**config.mk**
```make
export PLATFORM = sky130hd
export DESIGN_NAME = bus_rst_cond
export DESIGN_NICKNAME = d
export VERILOG_FILES = /design/src/rtl/bus_rst_cond.sv
export SDC_FILE = /design/constraint.sdc
export NUM_CORES = 1
export LEC_CHECK = 0
export CORE_MARGIN = 2
export CORE_UTILIZATION = 35
export DETAILED_ROUTE_END_ITERATION = 10
export HOLD_SLACK_MARGIN = 0.03
export PLACE_DENSITY_LB_ADDON = 0.15
export SYNTH_ARGS = -nofsm -noshare
export SYNTH_HDL_FRONTEND = slang
export SYNTH_SLANG_ARGS = --single-unit
```
**constraint.sdc**
```tcl
create_clock -name clk -period 2.8 [get_ports clk]
set_clock_uncertainty 0.15 [all_clocks]
set_input_delay 0.56 -clock clk [delete_from_list [all_inputs] [get_ports clk]]
set_output_delay 0.56 -clock clk [all_outputs]
set_load 0.05 [all_outputs]
```
**src/rtl/bus_rst_cond.sv**
```systemverilog
module bus_rst_cond #(
  parameter int SYNC_STAGES = 5,
  parameter int CNT_W       = 8
) (
  input  logic             clk,
  input  logic             rst_in_n,
  input  logic             go,
  output logic             core_rst_n,
  output logic             drv_kill,
  output logic             req_oe,
  output logic [1:0]       state,
  output logic [CNT_W-1:0] count
);

  typedef enum logic [1:0] {S_IDLE = 2'd0, S_REQ = 2'd1, S_BUSY = 2'd2} st_t;

  logic [SYNC_STAGES-1:0] chain;
  st_t                    st;

  always_ff @(posedge clk or negedge rst_in_n)
    if (!rst_in_n) chain <= '0;
    else           chain <= {chain[SYNC_STAGES-2:0], 1'b1};

  assign core_rst_n = rst_in_n & chain[SYNC_STAGES-1];
  assign drv_kill   = ~rst_in_n;
  assign req_oe     = rst_in_n & (st != S_IDLE);
  assign state      = st;

  always_ff @(posedge clk or negedge core_rst_n)
    if (!core_rst_n) st <= S_IDLE;
    else
      case (st)
        S_IDLE:  st <= go ? S_REQ : S_IDLE;
        S_REQ:   st <= S_BUSY;
        default: st <= S_IDLE;
      endcase

  always_ff @(posedge clk or negedge core_rst_n)
    if (!core_rst_n) count <= '0;
    else             count <= count + 1'b1;

endmodule

```
==> flow_metrics.env <==
export IMPL_yosysUniqueCellTypes=14
export IMPL_yosysTopAreaCell="dfrtp_1"
export IMPL_crit_arrival_ns=1.71
export IMPL_cp_start_kind="input pin"
export IMPL_worstReg2RegEnd="count[7]"
export IMPL_synth_xor_area_frac=0.100
export IMPL_r2r_start="count[2]"
export IMPL_crit_fanout=7
export IMPL_final_common_cell="dfrtp_1"
export IMPL_cap_violations=0
export IMPL_antenna_found_initial=0
export IMPL_grtUsageTotal=0.116
export IMPL_drt_wl_total_um=864
export IMPL_synth_compound_area_frac=0
export IMPL_root_buffer="clkbuf_4"
export IMPL_postCtsHoldBufs=0
export IMPL_worstHoldStart="chain[1]"
export IMPL_min_period_over_period=0.864
export IMPL_synth_top_family_by_area="simple AND/OR/NAND/NOR gates"
export IMPL_coreArea_um2=1350
export IMPL_hold_viol=0
export IMPL_worst_skew_pair_late_latency_ns=0.27
export IMPL_diodes=0
export IMPL_nets=63
export IMPL_syn_to_final_growth_pct=44.3
export IMPL_drt_initial_drc_count=2
export IMPL_crit_required_ns=2.09
export IMPL_seq_area_um2=375
export IMPL_leakage_nw=0.351
export IMPL_synthAdderAreaFrac=0.0238
export IMPL_overflow=0
export IMPL_setup_violations=0
export IMPL_fp_dieH_um=42.8
export IMPL_hp_class="register to register"
export IMPL_ios=16
export IMPL_synthMuxAreaShare=0
export IMPL_synth_simple_area_share=0.140
export IMPL_syn_area_um2=526
export IMPL_cts_sinks=15
export IMPL_wl_per_cell_um=11.8
export IMPL_syn_nets=42
export IMPL_avgViaCountPerCell=4.53
export IMPL_synth_top_area_frac=0.714
export IMPL_grt_pass1_vias=331
export IMPL_tightest_slew_ns=0.496
export IMPL_ant_nets=0
export IMPL_clk_pin_slew_worst_paths_ns=0.08
export IMPL_relSlewSlack=0.668
export IMPL_vias=331
export IMPL_crit_path_end_kind="output pin"
export IMPL_fmax_mhz=413
export IMPL_holdPathEnd="chain[2]"
export IMPL_worstSetupPathType="input pin to output pin"
export IMPL_final_layout_size_suffix_gt1_frac=0.155
export IMPL_hold_depth=0
export IMPL_ys_seq_area_frac=0.714
export IMPL_synthCells=38
export IMPL_cts_buffers_inserted=3
export IMPL_rrSetupSlack_ns=1.63
export IMPL_multi_input_area_um2=143
export IMPL_grt_pass1_wl_um=1460
export IMPL_fp_row_count=13
export IMPL_drt_pass1_iter_count=4
export IMPL_postCtsSetupBuffers=0
export IMPL_grt_max_degree=11
export IMPL_setup_tns_ns=0
export IMPL_post_route_min_period_ns=2.42
export IMPL_grt_setup_unrepaired="no"
export IMPL_vdd_drop_max_mv=0.398
export IMPL_cts_max_path_buffers=2
export IMPL_finalMaxSlewViolations=0
export IMPL_h_tree_depth=1
export IMPL_place_congestion=0.718
export IMPL_yosys_warnings=0
export IMPL_p_per_area_nw_per_um2=534
export IMPL_fin_hold_ws_ns=0.199
export IMPL_mostFrequentLayoutCells="15 x dfrtp_1, 12 x clkdlybuf4s50_1"
export IMPL_start_util=0.389
export IMPL_cts_tree="built"
export IMPL_post_cts_resized=0
export IMPL_dieArea_um2=1830
export IMPL_dieWidth_um=42.8
export IMPL_drc=0
export IMPL_fill_cells=115
export IMPL_ys_top_cells_by_area="dfrtp_1 71%, xnor2_1 5.0%, xor2_1 5.0%, and2_1 2.4%, ha_1 2.4%"
export IMPL_status="finished clean"
export IMPL_io_buffers=15
export IMPL_dp_hpwl_um=637
export IMPL_yosys_register_bits=15
export IMPL_worstRegToRegCells=3
export IMPL_avgSynthCellArea_um2=13.8
## power by group
part | switching [mW] | internal [mW] | leakage, nW | total, mW
sequential | 0.00356 | 0.224 | 0.185 | 0.227
combinational | 0.0371 | 0.0243 | 0.151 | 0.0613
clock | 0.0613 | 0.0552 | 0.0150 | 0.116
total | 0.102 | 0.303 | 0.351 | 0.405
## area by class of cell
class | instances | share of cell area
multi-input combinational | 21 | 0.188
sequential | 15 | 0.495
tap | 15 | 0.0248
clock buffer | 4 | 0.0347
inverter | 2 | 0.00990
timing repair buffer | 16 | 0.248
## routing by layer
metal  share of wire  GRT usage
met3           0.067     0.0809
met2            0.47      0.152
met5               0          0
met4           0.022     0.0688
met1            0.44      0.137
## cell families (layout without fill, tap and decap cells)
logic type                 Yosys count  after routing
DFF                                 15             15
buffers and inverters                2             22
other                                1              1
and+or+nand+nor                     13             13
xor gates and xnor gates             6              6
adders and majority gates            1              1
## sequential cells by signal (all words and copies together) (netlist names)
| name | count |
|---|---|
| count | 8 |
| state | 2 |
| chain | 5 |
## cells in the mapped netlist
master,number
dfrtp_1,15
nor2_1,3
xnor2_1,3
xor2_1,3
and2_1,2
inv_1,2
nand2_1,2
nand3_1,2
and3_1,1
conb_1,1
ha_1,1
nand3_2,1
nor2b_1,1
nor3_2,1
## worst max-delay path, cell delays in order
cell and delay, ns:
clkdlybuf4s50_1 0.63, inv_1 0.14, nor2_1 0.21, buf_12 0.17
## per-stage QoR
step / worst slack [ns] / cell area, um^2 / cells / total power, mW / utilization
detailed placement: 0.383 / 732 / 69 / 0.293 / 0.542
floorplan: 0.604 / 526 / 38 / 0.263 / -
global route: 0.272 / 758 / 73 / 0.426 / 0.562
CTS: 0.360 / 758 / 73 / 0.410 / 0.562
global placement: 0.439 / 732 / 69 / 0.292 / 0.542
finish: 0.380 / 758 / 73 / 0.405 / 0.562
## worst max path at each step
| stage | slack [ns] | endpoint | from | cells after the start |
|---|---|---|---|---|
| final | 0.38 | req_oe | rst_in_n | 4 |
| after detailed placement | 0.38 | req_oe | rst_in_n | 4 |
| after CTS | 0.36 | req_oe | rst_in_n | 4 |
| after global routing | 0.27 | req_oe | rst_in_n | 4 |
| after floorplan | 0.60 | req_oe | rst_in_n | 2 |
| after global placement | 0.44 | req_oe | rst_in_n | 4 |
(Power assumes the default switching activity.)
